`src/rtl/alu4_pkg.sv`:
```
// Package alu4_pkg
// Shared operation encodings and sizes for the small ALU.
// Assumes the operation code is exactly three bits wide (eight operations).
package alu4_pkg;
    localparam int OP_BITS = 3;
    localparam int NUM_OPS = 1 << OP_BITS;

    typedef enum logic [OP_BITS-1:0] {
        OP_AND = 3'd0,
        OP_OR  = 3'd1,
        OP_XOR = 3'd2,
        OP_ADD = 3'd3,
        OP_SUB = 3'd4,
        OP_SLT = 3'd5,
        OP_SLL = 3'd6,
        OP_SRL = 3'd7
    } alu_op_e;
endpackage

```
`src/rtl/alu4_bitwise.sv`:
```
// Module alu4_bitwise
// Computes the three bitwise results (AND, OR, XOR) in parallel.
// Assumes both operands have the same width; the logic is purely combinational.
module alu4_bitwise #(
    parameter int WIDTH = 4
) (
    input  logic [WIDTH-1:0] lhs,
    input  logic [WIDTH-1:0] rhs,
    output logic [WIDTH-1:0] y_and,
    output logic [WIDTH-1:0] y_or,
    output logic [WIDTH-1:0] y_xor
);
    // One gate per bit position for each function.
    genvar i;
    generate
        for (i = 0; i < WIDTH; i++) begin : g_bit
            assign y_and[i] = lhs[i] & rhs[i];
            assign y_or[i]  = lhs[i] | rhs[i];
            assign y_xor[i] = lhs[i] ^ rhs[i];
        end
    endgenerate

    // Guard R1: the AND and XOR results must together cover exactly the OR result.
    always_comb begin
        a_r1_or_partition: assert ((y_and | y_xor) == y_or)
            else $error("a_r1_or_partition");
        a_r1_and_xor_disjoint: assert ((y_and & y_xor) == '0)
            else $error("a_r1_and_xor_disjoint");
    end
endmodule

```
`src/rtl/alu4_addsub.sv`:
```
// Module alu4_addsub
// A ripple-carry adder shared by addition and subtraction. When sub is high,
// rhs is inverted and the carry-in is forced to 1, so the sum is lhs - rhs.
// Also reports the signed overflow of the operation.
// Assumes WIDTH >= 2; the logic is purely combinational.
module alu4_addsub #(
    parameter int WIDTH = 4
) (
    input  logic [WIDTH-1:0] lhs,
    input  logic [WIDTH-1:0] rhs,
    input  logic             sub,
    output logic [WIDTH-1:0] sum,
    output logic             ovf
);
    localparam int SMAX = (1 << (WIDTH - 1)) - 1;
    localparam int SMIN = -(1 << (WIDTH - 1));

    logic [WIDTH:0]   carry;
    logic [WIDTH-1:0] rhs_x;

    assign rhs_x    = rhs ^ {WIDTH{sub}};
    assign carry[0] = sub;

    // Full-adder chain, one stage per bit.
    genvar i;
    generate
        for (i = 0; i < WIDTH; i++) begin : g_fa
            assign sum[i]     = lhs[i] ^ rhs_x[i] ^ carry[i];
            assign carry[i+1] = (lhs[i] & rhs_x[i]) | (carry[i] & (lhs[i] ^ rhs_x[i]));
        end
    endgenerate

    // Signed overflow: the carry into the sign bit differs from the carry out of it.
    assign ovf = carry[WIDTH] ^ carry[WIDTH-1];

    int diff_chk;
    // Guard R2, R3 and R5 against integer arithmetic on the operands.
    always_comb begin
        diff_chk = int'($signed(lhs)) - int'($signed(rhs));
        if (!sub) begin
            a_r2_add_wraps: assert (sum == WIDTH'(lhs + rhs))
                else $error("a_r2_add_wraps");
        end else begin
            a_r3_sub_wraps: assert (sum == WIDTH'(lhs - rhs))
                else $error("a_r3_sub_wraps");
            a_r5_sub_overflow: assert (ovf == ((diff_chk > SMAX) || (diff_chk < SMIN)))
                else $error("a_r5_sub_overflow");
        end
    end
endmodule

```
`src/rtl/alu4_shift.sv`:
```
// Module alu4_shift
// Logarithmic logical shifter that gives the left and right shifts of val by amt.
// Stage k moves the value by 2**k when amt[k] is set. Vacated bits fill with zero.
// Assumes WIDTH is a power of two and SHW = log2(WIDTH).
module alu4_shift #(
    parameter int WIDTH = 4,
    parameter int SHW   = 2
) (
    input  logic [WIDTH-1:0] val,
    input  logic [SHW-1:0]   amt,
    output logic [WIDTH-1:0] shl,
    output logic [WIDTH-1:0] shr
);
    logic [WIDTH-1:0] l_st [SHW+1];
    logic [WIDTH-1:0] r_st [SHW+1];

    assign l_st[0] = val;
    assign r_st[0] = val;

    // One conditional stage per bit of the shift amount.
    genvar k;
    generate
        for (k = 0; k < SHW; k++) begin : g_stage
            assign l_st[k+1] = amt[k] ? (l_st[k] << (1 << k)) : l_st[k];
            assign r_st[k+1] = amt[k] ? (r_st[k] >> (1 << k)) : r_st[k];
        end
    endgenerate

    assign shl = l_st[SHW];
    assign shr = r_st[SHW];

    // Guard R6 and R7 against a single-step shift of the input.
    always_comb begin
        a_r6_left_shift: assert (shl == (val << amt))
            else $error("a_r6_left_shift");
        a_r7_right_shift: assert (shr == (val >> amt))
            else $error("a_r7_right_shift");
    end
endmodule

```
`src/rtl/alu4_core.sv`:
```
// Module alu4_core
// Top of the small ALU. Computes all eight results in parallel, selects one
// by the operation code and derives the zero flag from the selected value.
// Assumes WIDTH is a power of two; there is no clock, reset or state.
module alu4_core
    import alu4_pkg::*;
#(
    parameter int WIDTH = 4
) (
    input  logic [WIDTH-1:0]   a_i,
    input  logic [WIDTH-1:0]   b_i,
    input  logic [OP_BITS-1:0] op_i,
    output logic [WIDTH-1:0]   result_o,
    output logic               zero_o
);
    localparam int SHW = $clog2(WIDTH);

    logic [WIDTH-1:0] y_and, y_or, y_xor, y_sum, y_shl, y_shr, y_slt;
    logic             use_sub, sub_ovf;
    logic [WIDTH-1:0] cand [NUM_OPS];

    // The less-than test reuses the subtractor, so both codes invert B.
    assign use_sub = (op_i == OP_SUB) || (op_i == OP_SLT);

    alu4_bitwise #(.WIDTH(WIDTH)) u_bitwise (
        .lhs  (a_i),
        .rhs  (b_i),
        .y_and(y_and),
        .y_or (y_or),
        .y_xor(y_xor)
    );

    alu4_addsub #(.WIDTH(WIDTH)) u_addsub (
        .lhs(a_i),
        .rhs(b_i),
        .sub(use_sub),
        .sum(y_sum),
        .ovf(sub_ovf)
    );

    alu4_shift #(.WIDTH(WIDTH), .SHW(SHW)) u_shift (
        .val(a_i),
        .amt(b_i[SHW-1:0]),
        .shl(y_shl),
        .shr(y_shr)
    );

    // Signed less-than: the sign of the difference, corrected by overflow.
    assign y_slt = {{(WIDTH-1){1'b0}}, y_sum[WIDTH-1] ^ sub_ovf};

    // Candidate table, indexed by the operation code.
    assign cand[OP_AND] = y_and;
    assign cand[OP_OR]  = y_or;
    assign cand[OP_XOR] = y_xor;
    assign cand[OP_ADD] = y_sum;
    assign cand[OP_SUB] = y_sum;
    assign cand[OP_SLT] = y_slt;
    assign cand[OP_SLL] = y_shl;
    assign cand[OP_SRL] = y_shr;

    // Eight-way selector and zero detect.
    always_comb begin
        result_o = cand[op_i];
        zero_o   = ~|result_o;
    end

    // Guard R4, R8 and R9 at the ports.
    always_comb begin
        if (op_i == OP_SLT) begin
            a_r4_slt_signed: assert (result_o == {{(WIDTH-1){1'b0}}, ($signed(a_i) < $signed(b_i))})
                else $error("a_r4_slt_signed");
        end
        if (op_i == OP_SLL) begin
            a_r8_sll_low_amount: assert (result_o == (a_i << b_i[SHW-1:0]))
                else $error("a_r8_sll_low_amount");
        end
        if (op_i == OP_XOR) begin
            a_r9_zero_on_equal: assert (zero_o == (a_i == b_i))
                else $error("a_r9_zero_on_equal");
        end
    end
endmodule

```
`config.mk`:
```
export PLATFORM = sky130hd
export DESIGN_NAME = alu4_core
export DESIGN_NICKNAME = d
export VERILOG_FILES = /design/src/rtl/alu4_pkg.sv /design/src/rtl/alu4_bitwise.sv /design/src/rtl/alu4_addsub.sv /design/src/rtl/alu4_shift.sv /design/src/rtl/alu4_core.sv
export SDC_FILE = /design/constraint.sdc
export NUM_CORES = 1
export LEC_CHECK = 0
export BUFFER_PORTS_ARGS = -buffer_cell sky130_fd_sc_hd__buf_2
export CAP_MARGIN = 20
export CORE_MARGIN = 2
export CORE_UTILIZATION = 44
export DETAILED_ROUTE_END_ITERATION = 10
export PLACE_DENSITY = 0.7
export SYNTH_ARGS = -nofsm -noshare
export SYNTH_HDL_FRONTEND = slang
export SYNTH_SLANG_ARGS = --single-unit
```
`constraint.sdc`:
```
create_clock -name vclk -period 2.25
set_input_delay 0.1125 -clock vclk [all_inputs]
set_output_delay 0.1125 -clock vclk [all_outputs]
set_load 0.03 [all_outputs]
```
Yosys cells after proc, flatten, opt, wreduce, memory -nomap -nowiden --
Cells that the tools add are included.
Word-level totals: register bits after elaboration 0, input bits 11
Operators by class: order comparisons 1, equal/unequal tests 2, muxes and demuxes 7, bitwise logic cells 36, reductions and logical operators 3
Operators by type and width (count):
- two-way mux 4 bit | 6
- bitwise XOR 1 bit | 14
- AND 1 bit | 12
- binary-select mux 4 bit (select 3 bit) | 1
- bitwise OR 1 bit | 8
- equality test 3 bit, second input constant | 2
- >= comparator 4 bit, second input constant | 1
- inverter 3 -> 4 bit | 1
- OR reduction 4 bit | 1
- bitwise XOR 4 bit | 1
- logical NOT 1 bit | 1
- logical OR 1 bit | 1

Logic depth before layout (Yosys ltp) --
Gate-level depths: netlist of the first run.
depth after elaboration 19, depth in mapped cells 13

Cells and area by module --
From an unflattened synthesis of the first run, not the netlist that was laid out.
Second synthesis, totals: cell total of the unflattened synthesis 92, area total of the unflattened synthesis 752.0 um2
Modules (own cells, without submodules):
- alu4_core | times used 1, cells each 40, area each 325.3 um2, sequential area each 0.0 um2
- alu4_shift | times used 1, cells each 18, area each 147.6 um2, sequential area each 0.0 um2
- alu4_bitwise | times used 1, cells each 20, area each 145.1 um2, sequential area each 0.0 um2
- alu4_addsub | times used 1, cells each 14, area each 133.9 um2, sequential area each 0.0 um2

Worst setup path before layout of the first run --
OpenSTA, ideal clock, no wires.
path type input to output, start point in op_i[2], end point out zero_o, arrival time 2939 ps, slack -802 ps, cell stages on the path 11, path through buf_6 > nand2b_1 > clkbuf_1 > xnor2_1 > fa_1 > inv_1 > fa_1 > mux4_2 > nor2_1 > a31oi_1 > nor4_2
On the way: elaborated cells between the ends (all ways) 32
RTL lines:
- start, declared | line alu4_core.sv:12 | input logic [OP_BITS-1:0] op_i,
- equality test 3 bit (on tied branches)
- logical OR 1 bit | line alu4_core.sv:23 | assign use_sub = (op_i == OP_SUB) || (op_i == OP_SLT);
- bitwise XOR 4 bit | line alu4_addsub.sv:21 | assign rhs_x = rhs ^ {WIDTH{sub}};
- bitwise XOR 1 bit | line alu4_addsub.sv:29 | assign carry[i+1] = (lhs[i] & rhs_x[i]) | (carry[i] & (lhs[i] ^ rhs_x[i]));
- AND 1 bit | line alu4_addsub.sv:29
- bitwise OR 1 bit | line alu4_addsub.sv:29
- AND 1 bit | line alu4_addsub.sv:29
- bitwise OR 1 bit | line alu4_addsub.sv:29
- bitwise XOR 1 bit | line alu4_addsub.sv:28 | assign sum[i] = lhs[i] ^ rhs_x[i] ^ carry[i];
- binary-select mux 4 bit (select 3 bit) (*) | line alu4_core.sv:63 | result_o = cand[op_i];
- two-way mux 4 bit (implied by the code) (*) (2 in a row) | line alu4_core.sv:63
- named net result_o[2] | line alu4_core.sv:13 | output logic [WIDTH-1:0] result_o,
- OR reduction 4 bit (*) | line alu4_core.sv:64 | zero_o = ~|result_o;
- logical NOT 1 bit (*) | line alu4_core.sv:64
- end, declared | line alu4_core.sv:14 | output logic zero_o
Mark *: on every way through the listed nets, which the timed path passes. The rest lies on a longest branch. The select of a mux whose other input is x is not followed.

Final worst setup path of the first run --
start point in op_i[1], end point out zero_o
On the way: cells in the longest elaborated chain, start to end 19, elaborated cells between the ends (all ways) 32
RTL lines:
- equality test 3 bit (on tied branches)
- logical OR 1 bit | line alu4_core.sv:23
- bitwise XOR 4 bit | line alu4_addsub.sv:21
- bitwise XOR 1 bit | line alu4_addsub.sv:28, alu4_addsub.sv:29
- AND 1 bit | line alu4_addsub.sv:29
- bitwise OR 1 bit | line alu4_addsub.sv:29
- AND 1 bit | line alu4_addsub.sv:29
- bitwise OR 1 bit | line alu4_addsub.sv:29
- [... 2 more ...]
- AND 1 bit | line alu4_addsub.sv:29
- bitwise OR 1 bit | line alu4_addsub.sv:29
- bitwise XOR 1 bit | line alu4_addsub.sv:34 | assign ovf = carry[WIDTH] ^ carry[WIDTH-1];
- bitwise XOR 1 bit | line alu4_core.sv:49 | assign y_slt = {{(WIDTH-1){1'b0}}, y_sum[WIDTH-1] ^ sub_ovf};
- binary-select mux 4 bit (select 3 bit) (*) | line alu4_core.sv:63
- two-way mux 4 bit (implied by the code) (*) (2 in a row) | line alu4_core.sv:63
- OR reduction 4 bit (*) | line alu4_core.sv:64
- logical NOT 1 bit (*) | line alu4_core.sv:64
Mark *: on every way between the ends. The rest lies on a longest branch, timed or not. The select of a mux whose other input is x is not followed.

==> results_dict.tcl, run 1 <==
set metrics [dict create \
    antennaDiodeCount 0 \
    gp_congestion 0.806 \
    ctsHoldBuffers 0 \
    postPlaceCellArea_sq_um 846 \
    critPathMaxFanout 3 \
    yosys-top-cells-area "ha_1 (17%), fa_1 (8.9%), a211oi_1 (7.8%), inv_1 (6.1%), nor2_1 (6.1%)" \
    hold_depth 5 \
    p_total_uw 246 \
    yosysUniqueCellTypes 28 \
    synthCells 87 \
    hold_viol_final 0 \
    fin_crit_sh 1.17 \
    grt_max_degree 23 \
    area_growth_pct 36.4 \
    peakVddDrop_mv 0.109 \
    period_minus_slack_ns 2.63 \
    critPathCaptureType "output port" \
    seq_cells 0 \
    grt.overflow.total 0 \
    cp.required_ns 2.14 \
    syn_area_sq_um 674 \
    die_area_sq_mm 0.00186 \
    synth_top_area_share 0.167 \
    drtPass1Iterations 4 \
    violations "negative setup slack" \
    hp-start "op_i[2]" \
    place.detailed.hpwl_mm 1.22 \
    initial_core_util 0.458 \
    tightest_slew_ns 0.405 \
    grt_pass1_wl_mm 2.62 \
    coreArea_sq_mm 0.00147 \
    setup_viol 3 \
    via_per_inst 5.40 \
    num_vias 670 \
    maxCapViolCount 0 \
    status "finished with violations" \
    critPathKind "in2out" \
    wl_per_cell_um 12.0 \
    syn_nets 110 \
    die_x_um 43.2 \
    nNetsFinal 133 \
    yosysSeqAreaShare 0 \
    rows 14 \
    critPathLaunchType "input pin" \
    final_area_sq_um 920 \
    hp-class "in2out" \
    antenna_found_initial 0 \
    fin_ws_ns -0.378 \
    die_h_um 43.2 \
    drc 0 \
    ioPinCount 16 \
    wl_mm 1.49 \
    drive_gt1_frac 0.444 \
    synth.avg_cell_area_sq_um 7.75 \
    power.density_mw_per_mm2 267 \
    grt_pass1_vias 643 \
    ff_latch_area_sq_um 0 \
    rsz0062_at_grt "yes" \
    maxSlewViolCount 0 \
    postRouteAntennaNets 0 \
    dr.first_iter.drc_count 9 \
    maxSlewHeadroom 0.730 \
    synth_top_cell_by_area "ha_1" \
    crit_path_start "op_i[1]" \
    yosys_warnings 0 \
    power.leakage_nw 0.417 \
    io_buffers 16 \
    nClkBuffers 0 \
    max_clock_freq_mhz 380 \
    grt_usage 0.173 \
    cp.arrival_ns 2.52 \
]
-- routing by layer --
| layer | up-vias | share of wire | track usage |
|---|---|---|---|
| met1 | 310 | 0.44 | 0.242 |
| met5 | - | 0 | 0 |
| met4 | 0 | 0 | 0.0121 |
| met3 | 0 | 0.051 | 0.00851 |
| met2 | 19 | 0.51 | 0.301 |
| li1 | 341 | - | - |
-- critical path, stage by stage --
cell      delay, ns
buf_6          0.09
nand2b_4       0.15
o21a_1         0.19
fa_2           0.34
inv_2          0.07
fa_2           0.19
inv_2          0.04
fa_2           0.58
a21oi_2        0.06
a211oi_2       0.30
a21oi_4        0.07
nor4_4         0.13
buf_4          0.19
-- area by class of cell --
class | instances | area, sq um
fillers | 139 | 552
inverters | 11 | 41.3
multi-input cells | 69 | 657
well taps | 16 | 20.0
repair buffers | 28 | 201
-- power breakdown --
part / internal, mW / switching (mW)
sequential: 0 / 0
combinational: 0.112 / 0.133
clock: 0 / 0
-- layout by cell type, fill, tap and decap left out, drive strengths merged --
cell     instances
inv             11
buf             28
a21oi            5
nor2            12
o2bb2ai          1
nor3b            1
fa               3
a31oi            2
nand2            4
o211ai           1
a211oi           7
nor4             1
mux4             1
xnor2            3
a2111oi          2
ha               9
mux2i            4
nand2b           4
o21ai            1
nor3             5
nor2b            2
o21a             1
-- metrics by stage --
stage / instances / util / worst slack (ns) / setup TNS, ns / hold WS [ns]
after floorplan: 87 / - / -0.443 / -0.459 / 0.423
after detailed placement: 122 / 0.575 / -0.457 / -0.761 / 0.783
after CTS: 123 / 0.604 / -0.403 / -0.767 / 0.812
after global routing: 124 / 0.625 / -0.478 / -1.08 / 0.912
final: 124 / 0.625 / -0.378 / -0.867 / 0.885
after global placement: 122 / 0.575 / -0.447 / -0.769 / 0.779
-- cells by family (layout without fill, tap and decap cells) --
logic type	after synthesis	count (layout)	share of synthesized area
adders and majority gates	12	12	0.256
xor gates and xnor gates	3	3	0.0390
buffers and inverters	18	39	0.143
muxes	5	5	0.0928
and+or+nand+nor	29	29	0.230
AOI/OAI and AO/OA	20	20	0.239
-- what timing repair did --
item	4_1_cts	5_1_grt
pin swaps	2	6
setup buffers	1	1
endpoints found under the setup margin	4	4
resized for setup	8	10
-- synth_stat cells --
library cell / n
mux2i_1: 4
a31oi_1: 2
inv_1: 11
ha_1: 9
o2bb2ai_1: 1
nand2_1: 4
a21oi_1: 5
nand2b_1: 4
nor3b_1: 1
nor3_2: 2
o211ai_1: 1
buf_6: 3
a2111oi_2: 1
nor4_2: 1
clkbuf_1: 1
xnor2_1: 3
nor3_1: 3
nor2b_1: 2
nor2_2: 1
nor2_1: 11
fa_1: 3
buf_4: 1
a2111oi_4: 1
a211oi_1: 7
o21a_1: 1
mux4_2: 1
buf_2: 2
o21ai_1: 1
-- worst paths after layout --
check and endpoint:
max zero_o, min result_o[3]
Note: power is estimated with default switching activity, not from simulation.
==> run 2, diff against run 1 <==
- ABC_AREA: not set -> 1
- CORE_MARGIN: 2 -> not set
- PLACE_DENSITY: 0.7 -> 0.69
- SYNTH_HIERARCHICAL: not set -> 1
==> run 2 against run 1 <==
The flow still finishes with violations (negative setup slack). Die area grew 6.6%. Combinational power grew 12%. Via count up 51%. Non-clock buffer count up 2. Wire length grew 40%. Worst hold slack lost 0.11 ns. Worst setup slack improved by 0.16 ns. Count of clock-buffer cells in the layout did not move. Synthesized cell count rose by 87%. Maximum frequency rose by 6.5%. Global-route usage is 4.9 points higher. Cell count is 73% higher.
==> results_dict.tcl, run 2 <==
set metrics [dict create \
    status "finished with violations" \
    violations "negative setup slack" \
    coreArea_sq_mm 0.00171 \
    drive_gt1_frac 0.321 \
    power.density_mw_per_mm2 252 \
    grt_max_degree 15 \
    fin_tns_setup_ns -0.459 \
    initial_core_util 0.467 \
    die_x_um 44.6 \
    synth_common_cells "nand2_1 (66), inv_1 (37), nand3_1 (13), nor2_1 (13)" \
    peakVddDrop_mv 0.133 \
    grtUsageMet3 0 \
    critPathLaunchType "input pin" \
    seq_cells 0 \
    maxCapViolCount 0 \
    yosys_warnings 6 \
    grt_pass1_vias 853 \
    critPathMaxFanout 4 \
    power.leakage_nw 0.703 \
    area_growth_pct 36.6 \
    yosysSeqAreaShare 0 \
    grt.overflow.total 0 \
    synth_top_cell_by_area "nand2_1" \
    hold_viol_final 0 \
    critPathMostFrequentCell "nand2_2" \
    rsz0062_at_grt "yes" \
    critPathBufInv 6 \
    period_minus_slack_ns 2.47 \
    cp_cell_sequence "buf_8 -> inv_4 -> nor2_4 -> nand2_2 -> nand2_2 -> fa_2 -> inv_2 -> fa_2 -> fa_2 -> inv_2 -> inv_2 -> nand2_2 -> nand3_2 -> nand3_2 -> nand2_2 -> nand3_2 -> nor2_4 -> buf_6" \
    p_sw_uw 163 \
    critPathCaptureType "output port" \
    yosys-top-cells-area "nand2_1 (31%), inv_1 (17%), ha_1 (13%), nand3_1 (8.2%), fa_1 (7.5%)" \
    place.detailed.hpwl_mm 1.59 \
    via_per_inst 4.70 \
    yosysMostFrequentCell "nand2_1" \
    layout_commonest_cell "nand2_1" \
    grt_pass1_wl_mm 3.40 \
    max_stage_delay_ns 0.54 \
    wl_mm 2.08 \
    maxSlewViolCount 0 \
    maxSlewHeadroom 0.745 \
    nNetsFinal 214 \
    cp.arrival_ns 2.36 \
    antenna_found_initial 0 \
    nClkBuffers 0 \
    drc 0 \
    ff_latch_area_sq_um 0 \
    ctsHoldBuffers 0 \
    combPwrFrac 1.000 \
    final_area_sq_mm 0.00109 \
    max_clock_freq_mhz 405 \
    cp.required_ns 2.14 \
    die_h_um 44.6 \
    tightest_slew_ns 0.381 \
    postRouteAntennaNets 0 \
    drtPass1Iterations 4 \
    yosysUniqueCellTypes 15 \
    hp-class "in2out" \
    synth_top_area_share 0.311 \
    synthCells 163 \
    postPlaceCellArea_sq_um 967 \
    io_buffers 16 \
    final_cell_mix "nand2_1 (59), inv_1 (32), buf_4 (14)" \
    fin_ws_ns -0.218 \
    fin_crit_sh 1.10 \
    internal_power_uw 111 \
    dr.first_iter.drc_count 32 \
    swShare 0.595 \
    gr-max-usage-layer "met2" \
    critPathKind "in2out" \
    critPathTopFamily "adder cells" \
    use_met2 0.412 \
    gp_congestion 0.877 \
    die_area_sq_mm 0.00199 \
    rows 15 \
    synth.avg_cell_area_sq_um 4.89 \
    use_met1 0.291 \
    antennaDiodeCount 0 \
    syn_area_sq_um 797 \
    wl_per_cell_um 9.67 \
    pwr-share-seq 0 \
    setup_viol 3 \
    syn_nets 185 \
    grt_usage 0.221 \
    power.share.clock 0 \
    num_vias 1011 \
    slowest_stage "fa_2" \
    ioPinCount 16 \
]
-- run 2: what timing repair did --
item                                    CTS  global route
resized for setup                        19            12
pin swaps                                14            11
setup buffers                             3             2
endpoints found under the setup margin    3             3
-- run 2: worst min-delay path, stage by stage --
cell and delay [ns]:
buf_8 0.11, o21ai_0 0.05, o21ai_0 0.09, nand2_1 0.09, inv_1 0.04, clkbuf_4 0.17
-- run 2: cell families after synthesis --
logic type,share of synthesized area
AND/OR/NAND/NOR,0.485
AO/OA/AOI/OAI,0.0754
buffers and inverters,0.239
adder cells (fa/ha/maj),0.201
-- run 2: metal layers --
layer  part of all wire  up-vias
li1                   -      531
met1               0.42      443
met2               0.51       35
met3              0.052        2
met4              0.015        0
met5                  0        -
-- run 2: path summary, 6_finish.rpt --
| path | startpoint | to | slack (ns) | depth (start not counted) |
|---|---|---|---|---|
| worst max-delay path | op_i[2] | zero_o | -0.22 | 18 |
| worst min-delay path | op_i[1] | result_o[2] | 0.77 | 6 |
-- run 2: through the flow --
stage / hold WS (ns) / std cells / util / setup slack, ns / total power [mW]
after CTS: 0.767 / 213 / 0.607 / -0.186 / 0.257
final: 0.772 / 215 / 0.637 / -0.218 / 0.275
after global routing: 0.827 / 215 / 0.637 / -0.362 / 0.310
after global placement: 0.787 / 210 / 0.566 / -0.268 / 0.223
after detailed placement: 0.789 / 210 / 0.566 / -0.337 / 0.228
after floorplan: 0.508 / 163 / - / -0.109 / 0.166
-- run 2: final cells by class --
cell class                 instances  area, sq um
fill                             169          619
inverter                          41          156
multi-input combinational        119          674
tap                               25         31.3
timing repair buffer              30          226
-- run 2: power by group through the flow --
stage	combinational, mW	sequential [mW]	clock (mW)
2_1_floorplan	0.166	0	0
4_1_cts	0.257	0	0
6_report	0.275	0	0
3_5_place_dp	0.228	0	0
5_1_grt	0.310	0	0
3_3_place_gp	0.223	0	0
